`config.mk`:
```
export PLATFORM = sky130hd
export DESIGN_NAME = sram_bridge
export DESIGN_NICKNAME = d
export VERILOG_FILES = /design/src/rtl/sram_bridge_pkg.sv /design/src/rtl/sram_bridge_seq.sv /design/src/rtl/sram_bridge_pads.sv /design/src/rtl/sram_bridge.sv
export SDC_FILE = /design/constraint.sdc
export NUM_CORES = 1
export LEC_CHECK = 0
export BUFFER_PORTS_ARGS = -buffer_cell sky130_fd_sc_hd__buf_2
export CAP_MARGIN = 30
export CORE_MARGIN = 2
export CORE_UTILIZATION = 44
export CTS_CLUSTER_SIZE = 28
export DETAILED_ROUTE_END_ITERATION = 16
export PLACE_DENSITY = 0.82
export SLEW_MARGIN = 15
export SYNTH_ARGS = -nofsm -noshare
export SYNTH_HDL_FRONTEND = slang
export SYNTH_SLANG_ARGS = --single-unit
```
`constraint.sdc`:
```
create_clock -name clk -period 1.6 [get_ports clk]
set_clock_uncertainty 0.15 [all_clocks]
set_input_delay 0 -clock clk [delete_from_list [all_inputs] [get_ports clk]]
set_output_delay 0 -clock clk [all_outputs]
set_load 0.01 [all_outputs]
```
`src/rtl/sram_bridge_pkg.sv`:
```
package sram_bridge_pkg;

    typedef enum logic [2:0] {
        ST_IDLE,
        ST_SETUP,
        ST_READ,
        ST_WRITE,
        ST_RECOVER
    } seq_state_e;

    typedef enum logic [3:0] {
        T_ACCESS,
        T_OE_ACCESS,
        T_RELEASE,
        T_WE_PULSE,
        T_TO_END,
        T_WE_HIZ,
        T_DATA_OVL,
        T_WR_CYCLE
    } tparam_e;

    // Minimum (or maximum, for release times) in ns per grade 0/1/2.
    function automatic int grade_ns(tparam_e kind, int grade);
        int g;
        g = (grade < 0) ? 0 : (grade > 2) ? 2 : grade;
        case (kind)
            T_ACCESS:    return (g == 0) ? 55 : (g == 1) ? 70 : 100;
            T_OE_ACCESS: return (g == 0) ? 30 : (g == 1) ? 35 : 50;
            T_RELEASE:   return (g == 0) ? 20 : (g == 1) ? 25 : 30;
            T_WE_PULSE:  return (g == 0) ? 45 : (g == 1) ? 55 : 70;
            T_TO_END:    return (g == 0) ? 50 : (g == 1) ? 60 : 80;
            T_WE_HIZ:    return (g == 2) ? 40 : 30;
            T_DATA_OVL:  return (g == 0) ? 25 : (g == 1) ? 30 : 40;
            T_WR_CYCLE:  return (g == 0) ? 55 : (g == 1) ? 70 : 100;
            default:     return 0;
        endcase
    endfunction

    function automatic int ceil_cycles(int ns, int period);
        return (ns + period - 1) / period;
    endfunction

    function automatic int imax(int a, int b);
        return (a > b) ? a : b;
    endfunction

endpackage

```
`src/rtl/sram_bridge_seq.sv`:
```
module sram_bridge_seq
    import sram_bridge_pkg::*;
#(
    parameter int CLK_PERIOD_NS = 10,
    parameter int SPEED_GRADE   = 0,
    parameter int ADDR_W        = 19,
    parameter int DATA_W        = 8
) (
    input  logic              clk,
    input  logic              rst_n,
    input  logic              req_valid,
    output logic              req_ready,
    input  logic [ADDR_W-1:0] req_addr,
    input  logic              req_write,
    input  logic [DATA_W-1:0] req_wdata,
    output logic              rsp_valid,
    output logic [DATA_W-1:0] rsp_rdata,
    output logic [ADDR_W-1:0] mem_addr,
    output logic              mem_ce,
    output logic              mem_we,
    output logic              mem_oe,
    output logic [DATA_W-1:0] mem_dout,
    output logic              mem_doe,
    input  logic [DATA_W-1:0] mem_din
);

    localparam int RD_CYC   = imax(ceil_cycles(grade_ns(T_ACCESS, SPEED_GRADE), CLK_PERIOD_NS),
                                   ceil_cycles(grade_ns(T_OE_ACCESS, SPEED_GRADE), CLK_PERIOD_NS));
    localparam int TA_CYC   = imax(1, ceil_cycles(grade_ns(T_RELEASE, SPEED_GRADE), CLK_PERIOD_NS));
    localparam int WHZ_CYC  = imax(1, ceil_cycles(grade_ns(T_WE_HIZ, SPEED_GRADE), CLK_PERIOD_NS));
    localparam int DW_CYC   = imax(1, ceil_cycles(grade_ns(T_DATA_OVL, SPEED_GRADE), CLK_PERIOD_NS));
    localparam int WR_CYC   = imax(imax(ceil_cycles(grade_ns(T_WE_PULSE, SPEED_GRADE), CLK_PERIOD_NS),
                                        ceil_cycles(grade_ns(T_TO_END, SPEED_GRADE), CLK_PERIOD_NS)),
                                   WHZ_CYC + DW_CYC);
    localparam int WC_CYC   = ceil_cycles(grade_ns(T_WR_CYCLE, SPEED_GRADE), CLK_PERIOD_NS);
    localparam int WREC_CYC = imax(1, WC_CYC - 1 - WR_CYC);
    localparam int MAX_CYC  = imax(imax(RD_CYC, WR_CYC), imax(TA_CYC, WREC_CYC));
    localparam int CNT_W    = $clog2(MAX_CYC + 1);

    localparam logic [CNT_W-1:0] RD_LAST   = CNT_W'(RD_CYC - 1);
    localparam logic [CNT_W-1:0] WR_LAST   = CNT_W'(WR_CYC - 1);
    localparam logic [CNT_W-1:0] TA_LAST   = CNT_W'(TA_CYC - 1);
    localparam logic [CNT_W-1:0] WREC_LAST = CNT_W'(WREC_CYC - 1);
    localparam logic [CNT_W-1:0] DRV_FROM  = CNT_W'(WHZ_CYC - 1);

    typedef struct packed {
        seq_state_e        state;
        logic [CNT_W-1:0]  cnt;
        logic              is_wr;
        logic [ADDR_W-1:0] addr;
        logic [DATA_W-1:0] wdata;
        logic [DATA_W-1:0] rdata;
        logic              rvalid;
        logic              ce;
        logic              we;
        logic              oe;
        logic              doe;
    } seq_regs_t;

    seq_regs_t r_q, r_d;
    logic      rec_done;

    assign rec_done = (r_q.cnt == (r_q.is_wr ? WREC_LAST : TA_LAST));

    always_comb begin
        r_d        = r_q;
        r_d.rvalid = 1'b0;
        case (r_q.state)
            ST_IDLE: begin
                if (req_valid) begin
                    r_d.state = ST_SETUP;
                    r_d.addr  = req_addr;
                    r_d.is_wr = req_write;
                    r_d.wdata = req_wdata;
                end
            end
            ST_SETUP: begin
                r_d.state = r_q.is_wr ? ST_WRITE : ST_READ;
                r_d.cnt   = '0;
                r_d.ce    = 1'b1;
                r_d.we    = r_q.is_wr;
                r_d.oe    = !r_q.is_wr;
                r_d.doe   = 1'b0;
            end
            ST_READ: begin
                if (r_q.cnt == RD_LAST) begin
                    r_d.state  = ST_RECOVER;
                    r_d.cnt    = '0;
                    r_d.rdata  = mem_din;
                    r_d.rvalid = 1'b1;
                    r_d.ce     = 1'b0;
                    r_d.oe     = 1'b0;
                end else begin
                    r_d.cnt = r_q.cnt + 1'b1;
                end
            end
            ST_WRITE: begin
                if (r_q.cnt == WR_LAST) begin
                    r_d.state = ST_RECOVER;
                    r_d.cnt   = '0;
                    r_d.ce    = 1'b0;
                    r_d.we    = 1'b0;
                    r_d.doe   = 1'b0;
                end else begin
                    r_d.cnt = r_q.cnt + 1'b1;
                    r_d.doe = (r_q.cnt >= DRV_FROM);
                end
            end
            ST_RECOVER: begin
                if (rec_done) begin
                    r_d.state = ST_IDLE;
                    r_d.cnt   = '0;
                end else begin
                    r_d.cnt = r_q.cnt + 1'b1;
                end
            end
            default: r_d.state = ST_IDLE;
        endcase
    end

    always_ff @(posedge clk or negedge rst_n) begin
        if (!rst_n) begin
            r_q       <= '0;
            r_q.state <= ST_IDLE;
        end else begin
            r_q <= r_d;
        end
    end

    assign req_ready = (r_q.state == ST_IDLE);
    assign rsp_valid = r_q.rvalid;
    assign rsp_rdata = r_q.rdata;
    assign mem_addr  = r_q.addr;
    assign mem_ce    = r_q.ce;
    assign mem_we    = r_q.we;
    assign mem_oe    = r_q.oe;
    assign mem_dout  = r_q.wdata;
    assign mem_doe   = r_q.doe;

    // address moves only with both select and write strobes idle
    a_r2_addr_quiet: assert property (@(posedge clk) disable iff (!rst_n)
        !$stable(mem_addr) |-> (!mem_ce && !mem_we && !$past(mem_ce) && !$past(mem_we)));

    // write strobe only inside an active select with outputs disabled
    a_r4_we_inside_ce: assert property (@(posedge clk) disable iff (!rst_n)
        mem_we |-> (mem_ce && !mem_oe));

    // data drive only while the write strobe is active
    a_r5_drive_in_pulse: assert property (@(posedge clk) disable iff (!rst_n)
        mem_doe |-> mem_we);

    // drive starts only after the strobe has already been active a cycle
    a_r5_drive_late: assert property (@(posedge clk) disable iff (!rst_n)
        $rose(mem_doe) |-> $past(mem_we));

    // no drive while the RAM outputs are enabled
    a_r6_no_contention: assert property (@(posedge clk) disable iff (!rst_n)
        mem_doe |-> !(mem_ce && mem_oe));

    // read data pulse lasts one cycle
    a_r3_single_pulse: assert property (@(posedge clk) disable iff (!rst_n)
        rsp_valid |=> !rsp_valid);

    // acceptance closes the handshake for the next cycle
    a_r8_busy_after_accept: assert property (@(posedge clk) disable iff (!rst_n)
        (req_valid && req_ready) |=> !req_ready);

endmodule

```
`src/rtl/sram_bridge_pads.sv`:
```
module sram_bridge_pads #(
    parameter int ADDR_W = 19,
    parameter int DATA_W = 8
) (
    input  logic [ADDR_W-1:0] mem_addr,
    input  logic              mem_ce,
    input  logic              mem_we,
    input  logic              mem_oe,
    input  logic [DATA_W-1:0] mem_dout,
    input  logic              mem_doe,
    output logic [DATA_W-1:0] mem_din,
    output logic [ADDR_W-1:0] pad_addr,
    output logic              pad_ce_n,
    output logic              pad_we_n,
    output logic              pad_oe_n,
    output logic [DATA_W-1:0] pad_dq_out,
    output logic              pad_dq_oe,
    input  logic [DATA_W-1:0] pad_dq_in
);

    // Internal strobes are active high; the RAM pins are active low.
    assign pad_addr   = mem_addr;
    assign pad_ce_n   = ~mem_ce;
    assign pad_we_n   = ~mem_we;
    assign pad_oe_n   = ~mem_oe;
    assign pad_dq_out = mem_dout;
    assign pad_dq_oe  = mem_doe;
    assign mem_din    = pad_dq_in;

    // inverted strobes never show a write without a select
    always_comb begin
        a_r1_pin_polarity: assert (pad_we_n || !pad_ce_n || !mem_we);
    end

endmodule

```
`src/rtl/sram_bridge.sv`:
```
module sram_bridge #(
    parameter int CLK_PERIOD_NS = 10,
    parameter int SPEED_GRADE   = 0,
    parameter int ADDR_W        = 19,
    parameter int DATA_W        = 8
) (
    input  logic              clk,
    input  logic              rst_n,
    input  logic              req_valid,
    output logic              req_ready,
    input  logic [ADDR_W-1:0] req_addr,
    input  logic              req_write,
    input  logic [DATA_W-1:0] req_wdata,
    output logic              rsp_valid,
    output logic [DATA_W-1:0] rsp_rdata,
    output logic [ADDR_W-1:0] sram_addr,
    output logic              sram_ce_n,
    output logic              sram_we_n,
    output logic              sram_oe_n,
    output logic [DATA_W-1:0] sram_dq_out,
    output logic              sram_dq_oe,
    input  logic [DATA_W-1:0] sram_dq_in
);

    logic [ADDR_W-1:0] m_addr;
    logic              m_ce, m_we, m_oe, m_doe;
    logic [DATA_W-1:0] m_dout, m_din;

    sram_bridge_seq #(
        .CLK_PERIOD_NS(CLK_PERIOD_NS),
        .SPEED_GRADE  (SPEED_GRADE),
        .ADDR_W       (ADDR_W),
        .DATA_W       (DATA_W)
    ) u_seq (
        .clk      (clk),
        .rst_n    (rst_n),
        .req_valid(req_valid),
        .req_ready(req_ready),
        .req_addr (req_addr),
        .req_write(req_write),
        .req_wdata(req_wdata),
        .rsp_valid(rsp_valid),
        .rsp_rdata(rsp_rdata),
        .mem_addr (m_addr),
        .mem_ce   (m_ce),
        .mem_we   (m_we),
        .mem_oe   (m_oe),
        .mem_dout (m_dout),
        .mem_doe  (m_doe),
        .mem_din  (m_din)
    );

    sram_bridge_pads #(
        .ADDR_W(ADDR_W),
        .DATA_W(DATA_W)
    ) u_pads (
        .mem_addr  (m_addr),
        .mem_ce    (m_ce),
        .mem_we    (m_we),
        .mem_oe    (m_oe),
        .mem_dout  (m_dout),
        .mem_doe   (m_doe),
        .mem_din   (m_din),
        .pad_addr  (sram_addr),
        .pad_ce_n  (sram_ce_n),
        .pad_we_n  (sram_we_n),
        .pad_oe_n  (sram_oe_n),
        .pad_dq_out(sram_dq_out),
        .pad_dq_oe (sram_dq_oe),
        .pad_dq_in (sram_dq_in)
    );

endmodule

```
Yosys cells after proc, flatten, opt, wreduce, memory -nomap -nowiden
Cells that the tools add are included.

operators by class
  order comparisons = 1
  equality and inequality tests = 11
  reductions and logical operators = 13
  $add $sub $neg = 1
  muxes and demuxes = 18
  bitwise operators = 3

operator list
  kind                                                                                  count
  3-bit two-way mux                                                                     5
  3-bit case mux with 4 select lines                                                    1
  3-bit case mux with 3 select lines                                                    1
  2-bit by 1-bit != test with 1-bit output (second input constant)                      4
  2-bit AND reduction                                                                   4
  3-bit by 2-bit == test with 1-bit output (second input constant)                      2
  3-bit == test (second input constant)                                                 2
  1-bit case mux with 2 select lines                                                    3
  3-bit AND reduction                                                                   2
  3-bit nonzero test                                                                    2
  1-bit two-way mux                                                                     5
  2-bit two-way mux                                                                     2
  2-bit nonzero test                                                                    2
  3-bit by 1-bit adder with 3-bit output (second input constant)                        1
  3-bit by 1-bit == test with 1-bit output (second input constant)                      1
  3-bit == test                                                                         1
  3-bit by 2-bit greater-or-equal comparator with 1-bit output (second input constant)  1
  3-bit logical NOT                                                                     1
  1-bit inverter                                                                        3
  1-bit case mux with 3 select lines                                                    1
  2-bit != test (second input constant)                                                 1
  2-bit OR reduction                                                                    1
  1-bit logical NOT                                                                     1

word-level totals
  word-level logic and storage cells = 58
  output and inout bits = 41
  bits in registers = 47

Logic depth before layout (Yosys ltp)
Gate-level depths: netlist (run 1).

  depth after elaboration = 4
  mapped depth = 5
  gate-level depth less buffers = 5

Cells and area by module
Synthesis (run 1) repeated with hierarchy kept, for this count alone.

second synthesis, totals
  cell total of the unflattened synthesis = 214
  area total of the unflattened synthesis = 2528.7 um^2

modules (own cells, without submodules)
  module            sequential area each (um^2)  cells an instance  times used  area each (um^2)
  sram_bridge_seq   1176.1                       175                1           2247.2
  sram_bridge_pads  0.0                          39                 1           281.5

Least setup slack after synthesis (run 1)
No wires, ideal clock.

  kind = register to register
  start = register u_seq.r_q[42] (netlist bit)
  end = register u_seq.r_q, in the netlist u_seq.rsp_rdata[0]
  stages on the path, launching flop included = 6
  buffers on the path = 0
  arrival = 1502 ps
  path slack = -177 ps
  data required time = 1325 ps
  library setup time = 125 ps
  path through = dfrtp_1 inv_1 ha_1 nand2_1 nor3_4 mux2_2

between the ends
  longest elaborated chain between the ends = 2

RTL lines
  item                                  line                    RTL
  from (decl)                           sram_bridge_seq.sv:60   seq_regs_t r_q, r_d;
  from (signal assigned)                sram_bridge_seq.sv:126  r_q <= r_d;
  3-bit == test                         sram_bridge_seq.sv:86   if (r_q.cnt == RD_LAST) begin
  2-bit AND reduction (no source line)  n/a

No other way between the ends.
A chain may end at the register's enable or synchronous reset.

Final worst setup path (run 1)
  start = register u_seq.r_q[44] (netlist bit)
  end = register u_seq.r_q, in the netlist u_seq.mem_addr[15]

between the ends
  longest elaborated chain between the ends = 2

RTL lines
  item                                  line                   RTL
  3-bit logical NOT                     sram_bridge_seq.sv:68  case (r_q.state)
  2-bit AND reduction (no source line)  n/a

No other way between the ends.

==> flow_summary.yaml, run 1 <==
outcome:
  outcome: "finished, violations left"
  violations: "negative setup slack"
worst_setup_path:
  slowest_stage: "dfrtp_1"
  critPathMaxFanout: 22
  reg2reg_depth: 3
  timing.rr.end: "u_seq.mem_addr[15]$_DFFE_PN0P_"
  r2r-start: "u_seq.r_q[44]$_DFFE_PN0P_"
  r2r_slack_ns: -0.02
  end_kind: "flop"
  path_class: "flop to flop"
  startpoint_type: "flop"
  path_cells: "nor4b_4 > buf_12 > mux2_2"
  cp_data_required_time_ns: 1.63
  critical_path_arrival_ns: 1.65
  slowest_delay_ns: 0.41
global_routing:
  first_global_vias: 1624
  track_usage: 0.166
  grt_max_degree: 48
  antenna_found_initial: 0
  grt_pass1_wl_um: 7110
  grt.overflow.total: 0
synth:
  ys_types: 31
  synth_enable_flop_cells: 0
  synth_common_cells: "47 x dfrtp_1, 35 x buf_4, 34 x mux2_2"
  synth.most_common_cell: "dfrtp_1"
  synth_warnings: 0
  synth_seq_area_share: 0.528
  synth_nets: 220
  yosysTopAreaCell: "dfrtp_1"
  netlist_instances: 178
  ys_seq_elements: 47
  synth_area_leaders: "dfrtp_1 53%, mux2_2 17%, buf_4 12%"
  ys.flop_type: "dfrtp_1"
  synth.avg_cell_area_um2: 12.5
  synth_area_um2: 2230
  synth_top_area_share: 0.528
  synthArstFlopShare: 1.00
sta:
  final_hold_viol_count: 0
  final-setup-viol-count: 11
  period_share: 1.01
  worst_slack_ns: -0.0183
  fmax_ghz: 0.618
  worst_slew_pin_slew_ns: 0.572
  drv_slew: 0
  rsz0062_at_grt: "true"
  max-slew-margin-rel: 0.618
  post-route-min-period_ns: 1.62
power_and_ir_drop:
  p_leak_uw: 0.00146
  power.share.sequential: 0.392
  powerDensity_nw_per_um2: 1740
  ir_worst_vdd_v: 0.000857
  p_int_uw: 3470
  power.share.clock: 0.133
  p_comb_frac: 0.475
  p_switching_uw: 1880
  p_sw_frac: 0.352
clocking:
  cts-buffers-inserted: 5
  clockBufferDepth: 2
  cts-root-buf: "clkbuf_8"
  cts_sinks: 47
  clk_pin_slew_worst_paths_ns: 0.08
  post_cts_buffers: 0
  cts_tree: "yes"
  worstSkewPairLatency_ns: 0.30
  htree_num_levels: 2
floorplanning:
  initial_core_util: 0.465
  pin_count: 80
  dieHeight_um: 75.1
  core_um2: 4790
  die_x_um: 75.1
  dieArea_um2: 5640
  rows: 25
worst_hold_path:
  hold_end: "u_seq.r_q[44]$_DFFE_PN0P_"
  hold_path.class: "input port to flop"
  hp-start: "req_valid"
  holdPathStages: 5
final_layout:
  num-nets-final: 313
  syn2layout_area_growth_pct: 37.8
  drive_gt1_frac: 0.513
  diodes: 0
  post-route-util: 0.641
  finish.instance_area_um2: 3070
route:
  wirelength_um: 4580
  wl_per_cell_um: 13.6
  num_vias: 1618
  drtIter0Drc: 27
  drt-pass1-iter-count: 4
  vias_per_cell: 4.79
  drtAntennaViolNets: 0
  drc: 0
job:
  drv_cap: 0
place:
  numPortBuffers: 79
  placed_cell_area_um2: 2550
  hpwl_um: 2970
  gp_congestion: 0.816
==> worst max-delay path by stage <==
stage	from	slack, ns	cells past startpoint	to
finish	u_seq.r_q[44]$_DFFE_PN0P_	-0.02	3	u_seq.mem_addr[15]$_DFFE_PN0P_
global route	u_seq.r_q[44]$_DFFE_PN0P_	-0.09	3	u_seq.mem_addr[2]$_DFFE_PN0P_
CTS	u_seq.r_q[45]$_DFFE_PN0P_	-0.03	3	u_seq.mem_dout[7]$_DFFE_PN0P_
detailed placement	u_seq.r_q[45]$_DFFE_PN0P_	-0.02	3	u_seq.mem_addr[7]$_DFFE_PN0P_
global placement	u_seq.r_q[45]$_DFFE_PN0P_	0.01	3	u_seq.mem_addr[6]$_DFFE_PN0P_
floorplan	u_seq.r_q[42]$_DFFE_PN0P_	-0.08	5	u_seq.rsp_rdata[0]$_DFFE_PN0P_
==> metal layers <==
layer | part of all wire | vias up | GRT usage
met1 | 0.42 | 783 | 0.196
met5 | 0 | - | 0
met3 | 0.062 | 7 | 0.0415
li1 | - | 771 | -
met2 | 0.51 | 57 | 0.299
met4 | 0.010 | 0 | 0.0476
==> kinds of logic after synthesis <==
kind of cell / after synthesis / share of synthesized area
flip-flops: 47 / 0.528
buffers and inverters: 46 / 0.139
multiplexers: 36 / 0.182
AO/OA/AOI/OAI: 25 / 0.0720
AND/OR/NAND/NOR: 20 / 0.0579
adder cells (fa/ha/maj): 3 / 0.0169
XOR/XNOR: 1 / 0.00394
==> power groups by stage <==
stage / sequential, uW / combinational (uW) / clock (uW)
2_1_floorplan: 2060 / 2030 / 0
3_3_place_gp: 2070 / 2280 / 0
3_5_place_dp: 2100 / 2350 / 0
4_1_cts: 2080 / 2430 / 736
5_1_grt: 2170 / 2790 / 780
6_report: 2100 / 2540 / 711
==> placed cells by master, fill, tap and decap left out, drive strengths merged <==
cell	instances
a211oi	1
a21oi	5
a221oi	1
a22oi	1
a311oi	1
a32oi	1
and2	1
buf	90
clkbuf	6
clkinv	1
dfrtp	47
dlygate4sd3	37
ha	3
inv	5
mux2	36
nand2	4
nand2b	2
nor2	2
nor2b	2
nor3	4
nor3b	3
nor4b	1
o2111ai	1
o211ai	3
o21a	1
o21ai	8
o21bai	1
o31ai	1
or2	1
xnor2	1
==> per-stage QoR <==
step | hold WS (ns) | total power (uW) | cells | setup TNS, ns | worst slack, ns
floorplan | -0.446 | 4090 | 178 | -0.617 | -0.0825
global placement | -0.0272 | 4350 | 294 | 0 | 0.0125
detailed placement | -0.0235 | 4450 | 294 | -0.345 | -0.0219
CTS | 0.123 | 5240 | 338 | -0.652 | -0.0326
global route | 0.162 | 5750 | 338 | -2.11 | -0.0898
finish | 0.123 | 5350 | 338 | -0.0443 | -0.0183
==> registers in the layout (all words and copies together) (netlist names) <==
signal           count
u_seq.mem_we         1
u_seq.mem_addr      19
u_seq.rsp_rdata      8
u_seq.rsp_valid      1
u_seq.mem_oe         1
u_seq.mem_ce         1
u_seq.mem_doe        1
u_seq.r_q            7
u_seq.mem_dout       8
==> critical path, delay by kind of cell (launching register included) <==
family / cells / cell delay (ns)
DFF: 1 / 0.41
muxes: 1 / 0.36
and+or+nand+nor: 1 / 0.35
buffers and inverters: 1 / 0.22
==> area by class of cell <==
cell class | count | area [um2]
clock inverter | 1 | 5.00
multi-input combinational | 85 | 825
sequential | 47 | 1180
tap | 67 | 83.8
clock buffer | 6 | 82.6
timing repair buffer | 127 | 877
inverter | 5 | 18.8
fill | 387 | 1720
==> repair_timing <==
action,CTS,global route
endpoints found under the hold margin,83,0
cloned,0,0
pin swaps,0,3
hold buffers,37,0
gates resized for setup,1,15
setup endpoints to repair,28,41
Note: power is estimated with default switching activity, not from simulation.
==> run 2: changes to the inputs <==
Clock period 1.6 ns to 1.4 ns, I/O delays scaled along.
==> flow_summary.yaml, run 2 (same netlist as run 1, synthesis figures left out) <==
power_and_ir_drop:
  p_sw_frac: 0.349
  total_power_uw: 7040
  powerDensity_nw_per_um2: 2070
  p_switching_uw: 2460
  power.share.clock: 0.116
  p_leak_uw: 0.00163
  p_int_uw: 4580
  p_comb_frac: 0.538
  power.share.sequential: 0.346
  ir_worst_vdd_v: 0.000970
global_routing:
  grt.overflow.total: 0
  track_usage: 0.203
  first_global_vias: 1852
  antenna_found_initial: 0
  grt_max_degree: 48
  grt_pass1_wl_um: 8380
final_layout:
  mostFrequentLayoutCells: "79 x buf_2, 46 x dfrtp_1, 37 x dlygate4sd3_1"
  num-nets-final: 323
  finish.instance_area_um2: 3410
  filler_cell_count: 331
  post-route-util: 0.712
  mostFrequentLayoutCell: "buf_2"
  syn2layout_area_growth_pct: 53.0
  largest_reg_flops: 19
  diodes: 0
  drive_gt1_frac: 0.584
place:
  place_ws_ns: -0.260
  placed_cell_area_um2: 2710
  numPortBuffers: 79
  gp_congestion: 0.897
  hpwl_um: 3140
clocking:
  cts-buffers-inserted: 5
  clockBufferDepth: 2
  htree_num_levels: 2
  clk_pin_slew_worst_paths_ns: 0.08
  cts-root-buf: "clkbuf_8"
  worstSkewPairLatency_ns: 0.30
  cts_sinks: 47
  cts_tree: "yes"
route:
  drtIter0Drc: 55
  drtAntennaViolNets: 0
  num_vias: 1705
  drc: 0
  wirelength_um: 5460
  vias_per_cell: 4.90
  drt-pass1-iter-count: 4
  wl_per_cell_um: 15.7
floorplanning:
  dieArea_um2: 5640
  initial_core_util: 0.465
  rows: 25
  core_um2: 4790
  dieHeight_um: 75.1
  die_x_um: 75.1
  pin_count: 80
outcome:
  outcome: "finished, violations left"
  violations: "negative setup slack"
sta:
  period_share: 1.15
  worst_slack_ns: -0.210
  final-setup-viol-count: 43
  hold_ws_ns: 0.0669
  worst_slew_pin_slew_ns: 0.298
  post-route-min-period_ns: 1.61
  rsz0062_at_grt: "true"
  final_hold_viol_count: 0
  drv_slew: 0
  max-slew-margin-rel: 0.800
  fmax_ghz: 0.621
worst_setup_path:
  startpoint: "u_seq.r_q[42]$_DFFE_PN0P_"
  path_class: "flop to flop"
  r2r-start: "u_seq.r_q[42]$_DFFE_PN0P_"
  path_cells: "inv_2 > ha_4 > nand2_4 > nor3_4 > buf_12 > mux2_4"
  critical_path_arrival_ns: 1.64
  critPathMaxFanout: 9
  r2r_slack_ns: -0.21
  cp_data_required_time_ns: 1.43
  reg2reg_depth: 6
  end_kind: "flop"
  slowest_delay_ns: 0.40
  startpoint_type: "flop"
  timing.rr.end: "u_seq.rsp_rdata[3]$_DFFE_PN0P_"
  slowest_stage: "dfrtp_1"
job:
  drv_cap: 0
worst_hold_path:
  hold_path.class: "input port to asynchronous set/reset pin"
-- run 2: changes by cell type in the layout (fill, tap and decap cells not counted), moves of 4 or more --
cell / delta
o21ai_1: +4
buf_6: +5
mux2_4: +24
o21ai_0: -4
mux2_2: -22
-- run 2: metrics by stage --
| step | setup TNS [ns] | instances |
|---|---|---|
| final | -7.80 | 348 |
| after floorplan | -7.14 | 178 |
| after global placement | -8.09 | 297 |
| after global routing | -10.65 | 348 |
| after CTS | -7.54 | 347 |
| after detailed placement | -9.13 | 297 |
-- run 2: layout make-up --
cell class | instances | area [um2] | area share
Clock buffer | 6 | 82.6 | 0.0242
Clock inverter | 1 | 5.00 | 0.00147
Inverter | 5 | 21.3 | 0.00625
Multi-Input combinational cell | 85 | 995 | 0.292
Sequential cell | 47 | 1180 | 0.346
Tap cell | 67 | 83.8 | 0.0246
Timing Repair Buffer | 137 | 1040 | 0.306
-- run 2: worst max-delay path by stage --
stage / to / slack [ns] / depth (start not counted)
after floorplan: u_seq.rsp_rdata[0]$_DFFE_PN0P_ / -0.28 / 5
after global placement: u_seq.mem_addr[0]$_DFFE_PN0P_ / -0.23 / 3
after detailed placement: u_seq.mem_addr[3]$_DFFE_PN0P_ / -0.26 / 3
after CTS: u_seq.mem_addr[12]$_DFFE_PN0P_ / -0.23 / 4
after global routing: u_seq.mem_dout[4]$_DFFE_PN0P_ / -0.27 / 4
final: u_seq.rsp_rdata[3]$_DFFE_PN0P_ / -0.21 / 6
-- run 2: power groups by stage --
stage | logic [uW] | clock network [uW] | registers, uW
4_1_cts | 3680 | 837 | 2420
3_3_place_gp | 3030 | 0 | 2390
5_1_grt | 4080 | 894 | 2520
3_5_place_dp | 3120 | 0 | 2420
6_report | 3790 | 815 | 2430
2_1_floorplan | 2650 | 0 | 2370
-- run 2: repair_timing --
action,in CTS,in global routing
hold buffers,37,0
pin swaps,7,7
setup endpoints to repair,44,46
buffers inserted,5,1
resized for setup,33,10
hold endpoints to repair,83,0
cloned,1,1
-- run 2: critical path: cells and delay by family (launching register included) --
family	cells	cell delay, ns
DFF	1	0.40
muxes	1	0.30
and+or+nand+nor	2	0.26
buffers and inverters	2	0.24
adders and majority gates	1	0.14
-- run 2: metal layers --
metal,track usage,vias up,routed length [um]
met5,0,-,0
li1,-,788,-
met1,0.222,835,2130
met2,0.377,72,2930
met3,0.0495,10,303
met4,0.0734,0,99
